==> config.mk <==
export PLATFORM = sky130hd
export DESIGN_NAME = fspi_port
export DESIGN_NICKNAME = d
export VERILOG_FILES = /design/src/rtl/fspi_pkg.sv /design/src/rtl/fspi_sync.sv /design/src/rtl/fspi_clkdiv.sv /design/src/rtl/fspi_shifter.sv /design/src/rtl/fspi_port.sv
export SDC_FILE = /design/constraint.sdc
export NUM_CORES = 1
export LEC_CHECK = 0
export ABC_AREA = 1
export BUFFER_PORTS_ARGS = -buffer_cell sky130_fd_sc_hd__clkbuf_2
export CAP_MARGIN = 0
export CORE_ASPECT_RATIO = 1.1
export CORE_MARGIN = 2
export CORE_UTILIZATION = 51
export DETAILED_ROUTE_END_ITERATION = 6
export PLACE_DENSITY = 0.85
export SKIP_CTS_REPAIR_TIMING = 1
export SLEW_MARGIN = 20
export SYNTH_ARGS = -nofsm -noshare
export SYNTH_HDL_FRONTEND = slang
export SYNTH_SLANG_ARGS = --single-unit
==> constraint.sdc <==
create_clock -name clk -period 1.6 [get_ports clk]
set_clock_uncertainty 0.2 [all_clocks]
set_input_delay 0.24 -clock clk [delete_from_list [all_inputs] [get_ports clk]]
set_output_delay 0.24 -clock clk [all_outputs]
set_load 0.02 [all_outputs]
==> src/rtl/fspi_pkg.sv <==
package fspi_pkg;
  typedef enum logic [1:0] {ST_IDLE, ST_SYNC, ST_SHIFT} fspi_state_e;
endpackage

==> src/rtl/fspi_sync.sv <==
module fspi_sync #(
  parameter int N = 3,
  parameter logic [N-1:0] INIT = '0
) (
  input  logic         clk,
  input  logic         rst_n,
  input  logic [N-1:0] d,
  output logic [N-1:0] q
);
  logic [N-1:0] meta;

  always_ff @(posedge clk or negedge rst_n) begin
    if (!rst_n) begin
      meta <= INIT;
      q    <= INIT;
    end else begin
      meta <= d;
      q    <= meta;
    end
  end
endmodule

==> src/rtl/fspi_clkdiv.sv <==
module fspi_clkdiv #(
  parameter int PRE_SEL_W    = 2,
  parameter int PRE_STEP_LOG = 2,
  parameter int SEC_W        = 3
) (
  input  logic                 clk,
  input  logic                 rst_n,
  input  logic                 run,
  input  logic [PRE_SEL_W-1:0] pre_sel,
  input  logic [SEC_W-1:0]     sec_div,
  output logic                 half_tick
);
  localparam int PCNT_W = PRE_STEP_LOG * ((1 << PRE_SEL_W) - 1);

  logic [PCNT_W-1:0] pcnt;
  logic [PCNT_W:0]   pre_lim;
  logic [SEC_W-1:0]  scnt;
  logic              pre_en;

  always_comb begin
    pre_lim   = ((PCNT_W+1)'(1) << (PRE_STEP_LOG * int'(pre_sel))) - (PCNT_W+1)'(1);
    pre_en    = run && (pcnt == pre_lim[PCNT_W-1:0]);
    half_tick = pre_en && (scnt == sec_div);
  end

  always_ff @(posedge clk or negedge rst_n) begin
    if (!rst_n) begin
      pcnt <= '0;
      scnt <= '0;
    end else if (!run) begin
      pcnt <= '0;
      scnt <= '0;
    end else begin
      pcnt <= pre_en ? '0 : pcnt + 1'b1;
      if (pre_en) scnt <= (scnt == sec_div) ? '0 : scnt + 1'b1;
    end
  end


  tick_spacing_chk: assert property (@(posedge clk) disable iff (!rst_n)
    (half_tick && !(pre_sel == '0 && sec_div == '0)) |=> !half_tick);
endmodule

==> src/rtl/fspi_shifter.sv <==
module fspi_shifter import fspi_pkg::*; #(
  parameter int W = 16
) (
  input  logic         clk,
  input  logic         rst_n,
  input  logic         master,
  input  logic         frame_en,
  input  logic         sync_in_mode,
  input  logic         rise,
  input  logic         fall,
  input  logic         sel_lvl,
  input  logic         din,
  input  logic         tx_pend,
  input  logic [W-1:0] tx_word,
  output logic         take,
  output logic         sdo,
  output logic         busy,
  output logic         in_sync,
  output logic         loaded,
  output logic         done,
  output logic [W-1:0] rx_word
);
  localparam int CNT_W = $clog2(W);

  fspi_state_e     state;
  logic [CNT_W-1:0] cnt;
  logic [W-1:0]     sr;
  logic             rbit;
  logic             go_shift, go_sync, last, abort;

  always_comb begin
    take     = (state == ST_IDLE) && tx_pend && !loaded;
    last     = (cnt == CNT_W'(W-1));
    done     = (state == ST_SHIFT) && fall && last;
    abort    = !master && !frame_en && sel_lvl;
    go_shift = !frame_en && (master ? loaded : !sel_lvl);
    go_sync  = frame_en && (sync_in_mode ? (rise && sel_lvl && (loaded || !master))
                                         : (loaded && (master || fall)));
    rx_word  = {sr[W-2:0], rbit};
    sdo      = sr[W-1];
    busy     = (state != ST_IDLE);
    in_sync  = (state == ST_SYNC);
  end

  always_ff @(posedge clk or negedge rst_n) begin
    if (!rst_n) begin
      state  <= ST_IDLE;
      cnt    <= '0;
      sr     <= '0;
      rbit   <= 1'b0;
      loaded <= 1'b0;
    end else begin
      case (state)
        ST_IDLE: begin
          if (take) begin
            sr     <= tx_word;
            loaded <= 1'b1;
          end
          cnt <= '0;
          if (go_shift)     state <= ST_SHIFT;
          else if (go_sync) state <= ST_SYNC;
        end
        ST_SYNC: begin
          if (fall) state <= ST_SHIFT;
        end
        default: begin
          if (rise) rbit <= din;
          if (done) begin
            sr     <= '0;
            loaded <= 1'b0;
            cnt    <= '0;
            state  <= ST_IDLE;
          end else if (abort) begin
            sr     <= '0;
            loaded <= 1'b0;
            cnt    <= '0;
            state  <= ST_IDLE;
          end else if (fall) begin
            sr  <= {sr[W-2:0], rbit};
            cnt <= cnt + 1'b1;
          end
        end
      endcase
    end
  end


  sync_to_shift_chk: assert property (@(posedge clk) disable iff (!rst_n)
    (state == ST_SYNC && fall) |=> (state == ST_SHIFT && cnt == '0));


  frame_hold_chk: assert property (@(posedge clk) disable iff (!rst_n)
    (frame_en && state == ST_SHIFT && !fall) |=> state == ST_SHIFT);


  take_loads_chk: assert property (@(posedge clk) disable iff (!rst_n)
    take |=> loaded);


  idle_count_chk: assert property (@(posedge clk) disable iff (!rst_n)
    (state == ST_IDLE) |-> (cnt == '0));
endmodule

==> src/rtl/fspi_port.sv <==
module fspi_port import fspi_pkg::*; #(
  parameter int WORD_W       = 16,
  parameter int PRE_SEL_W    = 2,
  parameter int PRE_STEP_LOG = 2,
  parameter int SEC_W        = 3
) (
  input  logic                 clk,
  input  logic                 rst_n,
  input  logic                 master,
  input  logic                 frame_en,
  input  logic                 sync_in_mode,
  input  logic [PRE_SEL_W-1:0] pre_sel,
  input  logic [SEC_W-1:0]     sec_div,
  input  logic                 tx_valid,
  output logic                 tx_ready,
  input  logic [WORD_W-1:0]    tx_data,
  output logic                 rx_valid,
  input  logic                 rx_ready,
  output logic [WORD_W-1:0]    rx_data,
  input  logic                 sclk_in,
  output logic                 sclk_out,
  input  logic                 sdi,
  output logic                 sdo,
  input  logic                 sel_in,
  output logic                 sel_out,
  output logic                 sel_oe
);
  logic [2:0]        pin_s;
  logic              sclk_s, sel_s, sdi_s, sclk_d;
  logic              run, half_tick, sclk_q;
  logic              rise, fall, din;
  logic              take, busy, in_sync, loaded, done;
  logic              tx_full, rx_full;
  logic [WORD_W-1:0] tx_buf, rx_buf, rx_word;

  fspi_sync #(.N(3), .INIT(3'b010)) u_sync (
    .clk(clk), .rst_n(rst_n), .d({sclk_in, sel_in, sdi}), .q(pin_s)
  );
  assign {sclk_s, sel_s, sdi_s} = pin_s;

  assign run = master && (busy || (loaded && frame_en && sync_in_mode));

  fspi_clkdiv #(.PRE_SEL_W(PRE_SEL_W), .PRE_STEP_LOG(PRE_STEP_LOG), .SEC_W(SEC_W)) u_div (
    .clk(clk), .rst_n(rst_n), .run(run), .pre_sel(pre_sel), .sec_div(sec_div),
    .half_tick(half_tick)
  );

  always_ff @(posedge clk or negedge rst_n) begin
    if (!rst_n) begin
      sclk_q <= 1'b0;
      sclk_d <= 1'b0;
    end else begin
      sclk_d <= sclk_s;
      if (!run)           sclk_q <= 1'b0;
      else if (half_tick) sclk_q <= !sclk_q;
    end
  end

  always_comb begin
    rise = master ? (half_tick && !sclk_q) : (sclk_s && !sclk_d);
    fall = master ? (half_tick && sclk_q)  : (!sclk_s && sclk_d);
    din  = master ? sdi : sdi_s;
  end

  fspi_shifter #(.W(WORD_W)) u_shift (
    .clk(clk), .rst_n(rst_n), .master(master), .frame_en(frame_en),
    .sync_in_mode(sync_in_mode), .rise(rise), .fall(fall), .sel_lvl(sel_s),
    .din(din), .tx_pend(tx_full), .tx_word(tx_buf), .take(take), .sdo(sdo),
    .busy(busy), .in_sync(in_sync), .loaded(loaded), .done(done), .rx_word(rx_word)
  );

  always_ff @(posedge clk or negedge rst_n) begin
    if (!rst_n) begin
      tx_full <= 1'b0;
      tx_buf  <= '0;
      rx_full <= 1'b0;
      rx_buf  <= '0;
    end else begin
      if (tx_valid && !tx_full) begin
        tx_buf  <= tx_data;
        tx_full <= 1'b1;
      end else if (take) begin
        tx_full <= 1'b0;
      end
      if (done && (!rx_full || rx_ready)) begin
        rx_buf  <= rx_word;
        rx_full <= 1'b1;
      end else if (rx_full && rx_ready) begin
        rx_full <= 1'b0;
      end
    end
  end

  always_comb begin
    tx_ready = !tx_full;
    rx_valid = rx_full;
    rx_data  = rx_buf;
    sclk_out = sclk_q;
    sel_oe   = frame_en ? !sync_in_mode : master;
    sel_out  = frame_en ? (in_sync && !sync_in_mode) : !(master && busy);
  end


  rx_hold_chk: assert property (@(posedge clk) disable iff (!rst_n)
    (rx_valid && !rx_ready) |=> (rx_valid && $stable(rx_data)));


  tx_accept_chk: assert property (@(posedge clk) disable iff (!rst_n)
    (tx_valid && tx_ready) |=> !tx_ready);


  clk_idle_low_chk: assert property (@(posedge clk) disable iff (!rst_n)
    (master && !busy && !(frame_en && sync_in_mode)) |-> !sclk_out);
endmodule

# --- Yosys cells after proc, flatten, opt, wreduce, memory -nomap -nowiden ---
# Cells that the tools add are included.
word_totals:
  reg_bits: 75
  inputBits: 31
  wordCells: 122
classes:
  addsub: 4
  n_eq_ne: 10
  shifts: 1
  n_mux: 37
  bitwise: 2
  reduce_logical: 53
ops:
  columns: ["op", "n"]
  rows:
  - ["2-to-1 mux 16 bit", 4]
  - ["one-hot mux 16 bit (2 select lines)", 1]
  - ["logical AND 1 bit", 25]
  - ["2-to-1 mux 1 bit", 16]
  - ["2-to-1 mux 4 bit", 3]
  - ["2-to-1 mux 6 bit", 2]
  - ["zero test 1 bit", 11]
  - ["2-to-1 mux 2 bit", 5]
  - ["2-to-1 mux 3 bit", 3]
  - ["AND reduction 3 bit", 3]
  - ["one-hot mux 4 bit (2 select lines)", 1]
  - ["nonzero test 4 bit", 2]
  - ["adder 6 x 1 -> 6 bit, second input constant", 1]
  - ["== test 6 bit", 1]
  - ["inequality test 2 bit, second input constant", 3]
  - ["nonzero test 2 bit", 3]
  - ["<< shifter 1 x 3 -> 6 bit, first input constant", 1]
  - ["subtractor 6 x 2 -> 6 bit, second input constant", 1]
  - ["adder 4 x 1 -> 4 bit, second input constant", 1]
  - ["== test 4 bit, second input constant", 1]
  - ["logical OR 1 bit", 4]
  - ["one-hot mux 2 bit (2 select lines)", 1]
  - ["AND reduction 2 bit", 2]
  - ["adder 3 x 1 -> 3 bit, second input constant", 1]
  - ["10 further kinds", 11]

# --- Longest topological paths before layout ---
logic_depth:
  depth_word: 15
  ltp_mapped: 18
  depth_no_buf: 18

# --- Hierarchy ---
# Synthesis repeated with hierarchy kept, for this count alone.
unflattened:
  cells_unflattened: 447
  area_unflattened_um2: 3626.0
by_module_without_submodules:
  columns: ["mod", "n_inst", "cells_each", "area_each_um2", "seq_area_each_um2"]
  rows:
  - ["fspi_port", 1, 172, 1531.5, 900.9]
  - ["fspi_shifter", 1, 195, 1380.1, 600.6]
  - ["fspi_clkdiv", 1, 74, 561.8, 225.2]
  - ["fspi_sync", 1, 6, 152.6, 152.6]

# --- Worst setup path before layout ---
# OpenSTA, ideal clock, no wires.
synth_timing:
  path_type: "input to register"
  start: "in pre_sel[1]"
  end: "reg u_shift.sr[14]"
  setup_ns: 0.129
  t_arrival_ns: 1.719
  required_ns: 1.271
  slack_ns: -0.448
  path_stages: 16
  path_buffers: 2
  cell_sequence: "inv_1 > nand2_1 > ha_1 > inv_1 > nand2_1 > nand2_1 > nor2_2 > nand3_2 > nor2_4 > nand3_4 > nand2_4 > nand2_2 > buf_6 > buf_6 > nand3_1 > a22oi_2"
synth_via:
  elab_chain_cells: 11
  elab_cells_between_ends: 13
synth_rtl:
  columns: ["element", "line", "rtl"]
  rows:
  - ["start, declared", "fspi_port.sv:12", "input logic [PRE_SEL_W-1:0] pre_sel,"]
  - ["<< shifter 1 x 3 -> 6 bit *", "fspi_clkdiv.sv:21", "pre_lim = ((PCNT_W+1)'(1) << (PRE_STEP_LOG * int'(pre_sel))) - (PCNT_W+1)'(1);"]
  - ["subtractor 6 x 2 -> 6 bit *", "fspi_clkdiv.sv:21", null]
  - ["== test 6 bit *", "fspi_clkdiv.sv:22", "pre_en = run && (pcnt == pre_lim[PCNT_W-1:0]);"]
  - ["logical AND 1 bit *", "fspi_clkdiv.sv:22", null]
  - ["logical AND 1 bit *", "fspi_clkdiv.sv:23", "half_tick = pre_en && (scnt == sec_div);"]
  - ["logical AND 1 bit *", "fspi_port.sv:61", "fall = master ? (half_tick && sclk_q) : (!sclk_s && sclk_d);"]
  - ["2-to-1 mux 1 bit *", "fspi_port.sv:61", null]
  - ["logical AND 1 bit (2 in series)", "fspi_shifter.sv:34", "done = (state == ST_SHIFT) && fall && last;"]
  - ["2-to-1 mux 16 bit / nonzero test 4 bit (equally long branches)", null, null]
  - ["one-hot mux 16 bit (2 select lines) / AND reduction 3 bit (equally long branches)", null, null]
  - ["end signal, assigned", "fspi_shifter.sv:56", "sr <= tx_word;"]
  - ["end signal, assigned", "fspi_shifter.sv:79", "sr <= {sr[W-2:0], rbit};"]
  - ["end, declared", "fspi_shifter.sv:27", "logic [W-1:0] sr;"]
# Every way passes the cells marked *; elsewhere a longest branch is shown, timed or not.
# A chain may end at the register's enable or synchronous reset.

# --- Worst setup path in the final report ---
layout_timing:
  start: "reg u_div.pcnt[2]"
  end: "reg u_shift.sr[8]"
layout_via:
  elab_chain_cells: 9
  elab_cells_between_ends: 11
layout_rtl:
  columns: ["element", "line", "rtl"]
  rows:
  - ["start, declared", "fspi_clkdiv.sv:15", "logic [PCNT_W-1:0] pcnt;"]
  - ["start signal, assigned", "fspi_clkdiv.sv:34", "pcnt <= pre_en ? '0 : pcnt + 1'b1;"]
  - ["== test 6 bit *", "fspi_clkdiv.sv:22", null]
  - ["logical AND 1 bit *", "fspi_clkdiv.sv:22", null]
  - ["logical AND 1 bit *", "fspi_clkdiv.sv:23", null]
  - ["logical AND 1 bit *", "fspi_port.sv:61", null]
  - ["2-to-1 mux 1 bit *", "fspi_port.sv:61", null]
  - ["logical AND 1 bit (2 in series)", "fspi_shifter.sv:34", null]
  - ["2-to-1 mux 16 bit / nonzero test 4 bit (equally long branches)", null, null]
  - ["one-hot mux 16 bit (2 select lines) / AND reduction 3 bit (equally long branches)", null, null]
# Marks and branches as above.

==> flow_metrics.tcl <==
set metrics [dict create \
    status "complete, but fails checks" \
    failed_checks "setup timing" \
    num_vias 3108 \
    cts_sinks 75 \
    rsz0062_at_grt "yes" \
    numCtsBuffers 9 \
    layout.nets 517 \
    critPathRequiredTime_ns 1.64 \
    dp_hpwl_mm 5.62 \
    max_cap_violations 0 \
    slew-limit-headroom_pct 69.7 \
    setup_viol 46 \
    ys_dominant_reg_cell "dfrtp_1" \
    ant_nets 0 \
    insertion_delay_ns 0.36 \
    yosysSeqAreaShare_pct 54.4 \
    grt_max_degree 43 \
    gr-usage-all-layers_pct 23.0 \
    coreArea_sq_um 6560 \
    grt_pass1_vias 2850 \
    power_density_nw_per_um2 1550 \
    globalRouteOverflowTotal 0 \
    drt_wl_total_mm 10.0 \
    post-route-period-util_pct 132 \
    layout-drive-gt1-share_pct 48.8 \
    htree_levels 3 \
    syn2layout_area_growth_pct 48.6 \
    max_freq_mhz 474 \
    synth_nets 391 \
    pre_cts_ws_ns -0.754 \
    multi_input_area_sq_um 1700 \
    clockBufferDepth 2 \
    synth_edf_count 0 \
    ir_drop_uv 837 \
    globalRouteMet1Util_pct 30.1 \
    finalPower_uw 7980 \
    cp.arrival_ns 2.15 \
    fin_ws_ns -0.510 \
    tightest_slew_ns 0.450 \
    final_cell_area_sq_um 5130 \
    clk_pin_slew_ns 0.08 \
    syn_inst 356 \
    met3_usage_pct 4.90 \
    drt_iter0_markers 260 \
    placed_area_sq_um 4250 \
    ff_latch_area_sq_um 1880 \
    fp.dieW_microns 82.5 \
    critPathMaxFanout 16 \
    globalRouteMet2Util_pct 35.8 \
    period_minus_slack_ns 2.11 \
    antenna_found_initial 0 \
    io_pins 53 \
    tritoncts "done" \
    synth-seq-cells 75 \
    wl_per_cell_microns 17.6 \
    dr.pass1.iters 4 \
    synthesis.area_sq_um 3450 \
    portBuffers 52 \
    final_cell_mix "dfrtp_1, clkbuf_2, buf_4, nand2_1, inv_1" \
    p_leak_uw 0.00252 \
    antennaDiodeCount 0 \
    cts-root-buf "clkbuf_8" \
    final_common_cell "dfrtp_1" \
    hold_viol 0 \
    dieArea_sq_um 7450 \
    grt_first_pass_wirelength_mm 13.0 \
    rows 31 \
    async_flop_share_pct 100 \
    drv_slew 0 \
    die-height_microns 90.3 \
    drt-vias-per-instance 5.47 \
    cp-end-kind "flip-flop" \
    synth_cell_types 35 \
    start_util_pct 52.7 \
    hp-class "in -> reg" \
    route.detailed.drc 0 \
    busiest_layer "met2" \
    place_congestion 0.911 \
    synth.avg_cell_area_sq_um 9.70 \
    crit_path_start_kind "flip-flop" \
    crit_type "reg -> reg" \
    fillCellCount 373 \
    ys.warnings.count 0 \
]
==> worst max-delay path: stages, from the launching register on <==
cell     delay (ns)
dfrtp_2        0.46
nand2_1        0.08
nand2_1        0.06
nor2_2         0.12
nand3_2        0.12
nor2_4         0.15
nand3_4        0.10
nand3_2        0.12
nand2_4        0.09
buf_12         0.16
a21oi_1        0.21
a22oi_1        0.12
==> synth_stat cells (all sizes together), types with 3 or more instances <==
master / n / area (sq um)
dfrtp: 73 / 1830
nand2: 68 / 268
inv: 47 / 176
nand3: 31 / 193
o21ai: 28 / 140
a21oi: 24 / 120
mux2: 16 / 180
a22oi: 15 / 123
nor2: 14 / 67.6
buf: 10 / 81.3
ha: 4 / 50.1
nor3: 4 / 25.0
xnor2: 4 / 35.0
xor2: 4 / 35.0
clkbuf: 3 / 11.3
==> stage by stage <==
step                      instances  TNS (ns)  hold slack, ns  util (%)
after floorplan                 356    -12.87          -0.256         -
after global placement          524    -25.50          -0.105      64.8
after detailed placement        524    -29.42          -0.104      64.8
after CTS                       539    -14.07          -0.482      68.4
after global routing            568    -19.86          0.0524      78.3
final                           568    -15.69          0.0166      78.3
==> cells by family (layout without fill, tap and decap cells) <==
logic type | after synthesis | count (layout) | share of synthesized area, %
AND/OR/NAND/NOR | 118 | 118 | 16.2
flip-flops | 75 | 75 | 54.4
AO/OA/AOI/OAI | 73 | 73 | 12.5
buffers and inverters | 61 | 191 | 7.90
multiplexers | 17 | 17 | 5.51
XOR/XNOR | 8 | 8 | 2.03
adder cells (fa/ha/maj) | 4 | 4 | 1.45
==> power breakdown <==
group | switching (uW) | internal (uW) | leakage [uW]
registers | 421 | 2450 | 0.000937
clock network | 740 | 1030 | 0.000112
logic | 1850 | 1480 | 0.00147
total | 3010 | 4960 | 0.00252
==> per-layer routing <==
layer	routed length, microns	vias up
met5	0	-
met4	335	0
li1	-	1429
met1	3860	1537
met3	460	34
met2	5360	108
==> layout make-up <==
cell class,instances,area share (%)
flip-flops and latches,75,36.6
clock inverters,6,2.22
well taps,82,2.00
inverters,48,3.87
clock buffers,9,2.41
multi-input cells,220,33.1
repair buffers,128,19.8
==> worst paths after layout <==
path                            slack [ns]            from  cells after the start              to
max in group asynchronous             0.66           rst_n                      3      tx_buf[11]
worst max-delay path                 -0.51   u_div.pcnt[2]                     11   u_shift.sr[8]
worst max register to register       -0.51   u_div.pcnt[2]                     11   u_shift.sr[8]
min in group asynchronous             0.07           rst_n                      2  u_sync.meta[0]
worst min register to register        0.15  u_sync.meta[2]                      0     u_sync.q[2]
worst min-delay path                  0.02        rx_ready                      4        rx_valid
==> sequential cells by signal (all words and copies together) (netlist names) <==
name and count:
rx_data 16, rx_valid 1, sclk_d 1, sclk_out 1, tx_buf 16, tx_full 1, u_div.pcnt 6, u_div.scnt 3
u_shift.cnt 4, u_shift.loaded 1, u_shift.rbit 1, u_shift.sr 16, u_shift.state 2, u_sync.meta 3, u_sync.q 3
Note: power is estimated with default switching activity, not from simulation.
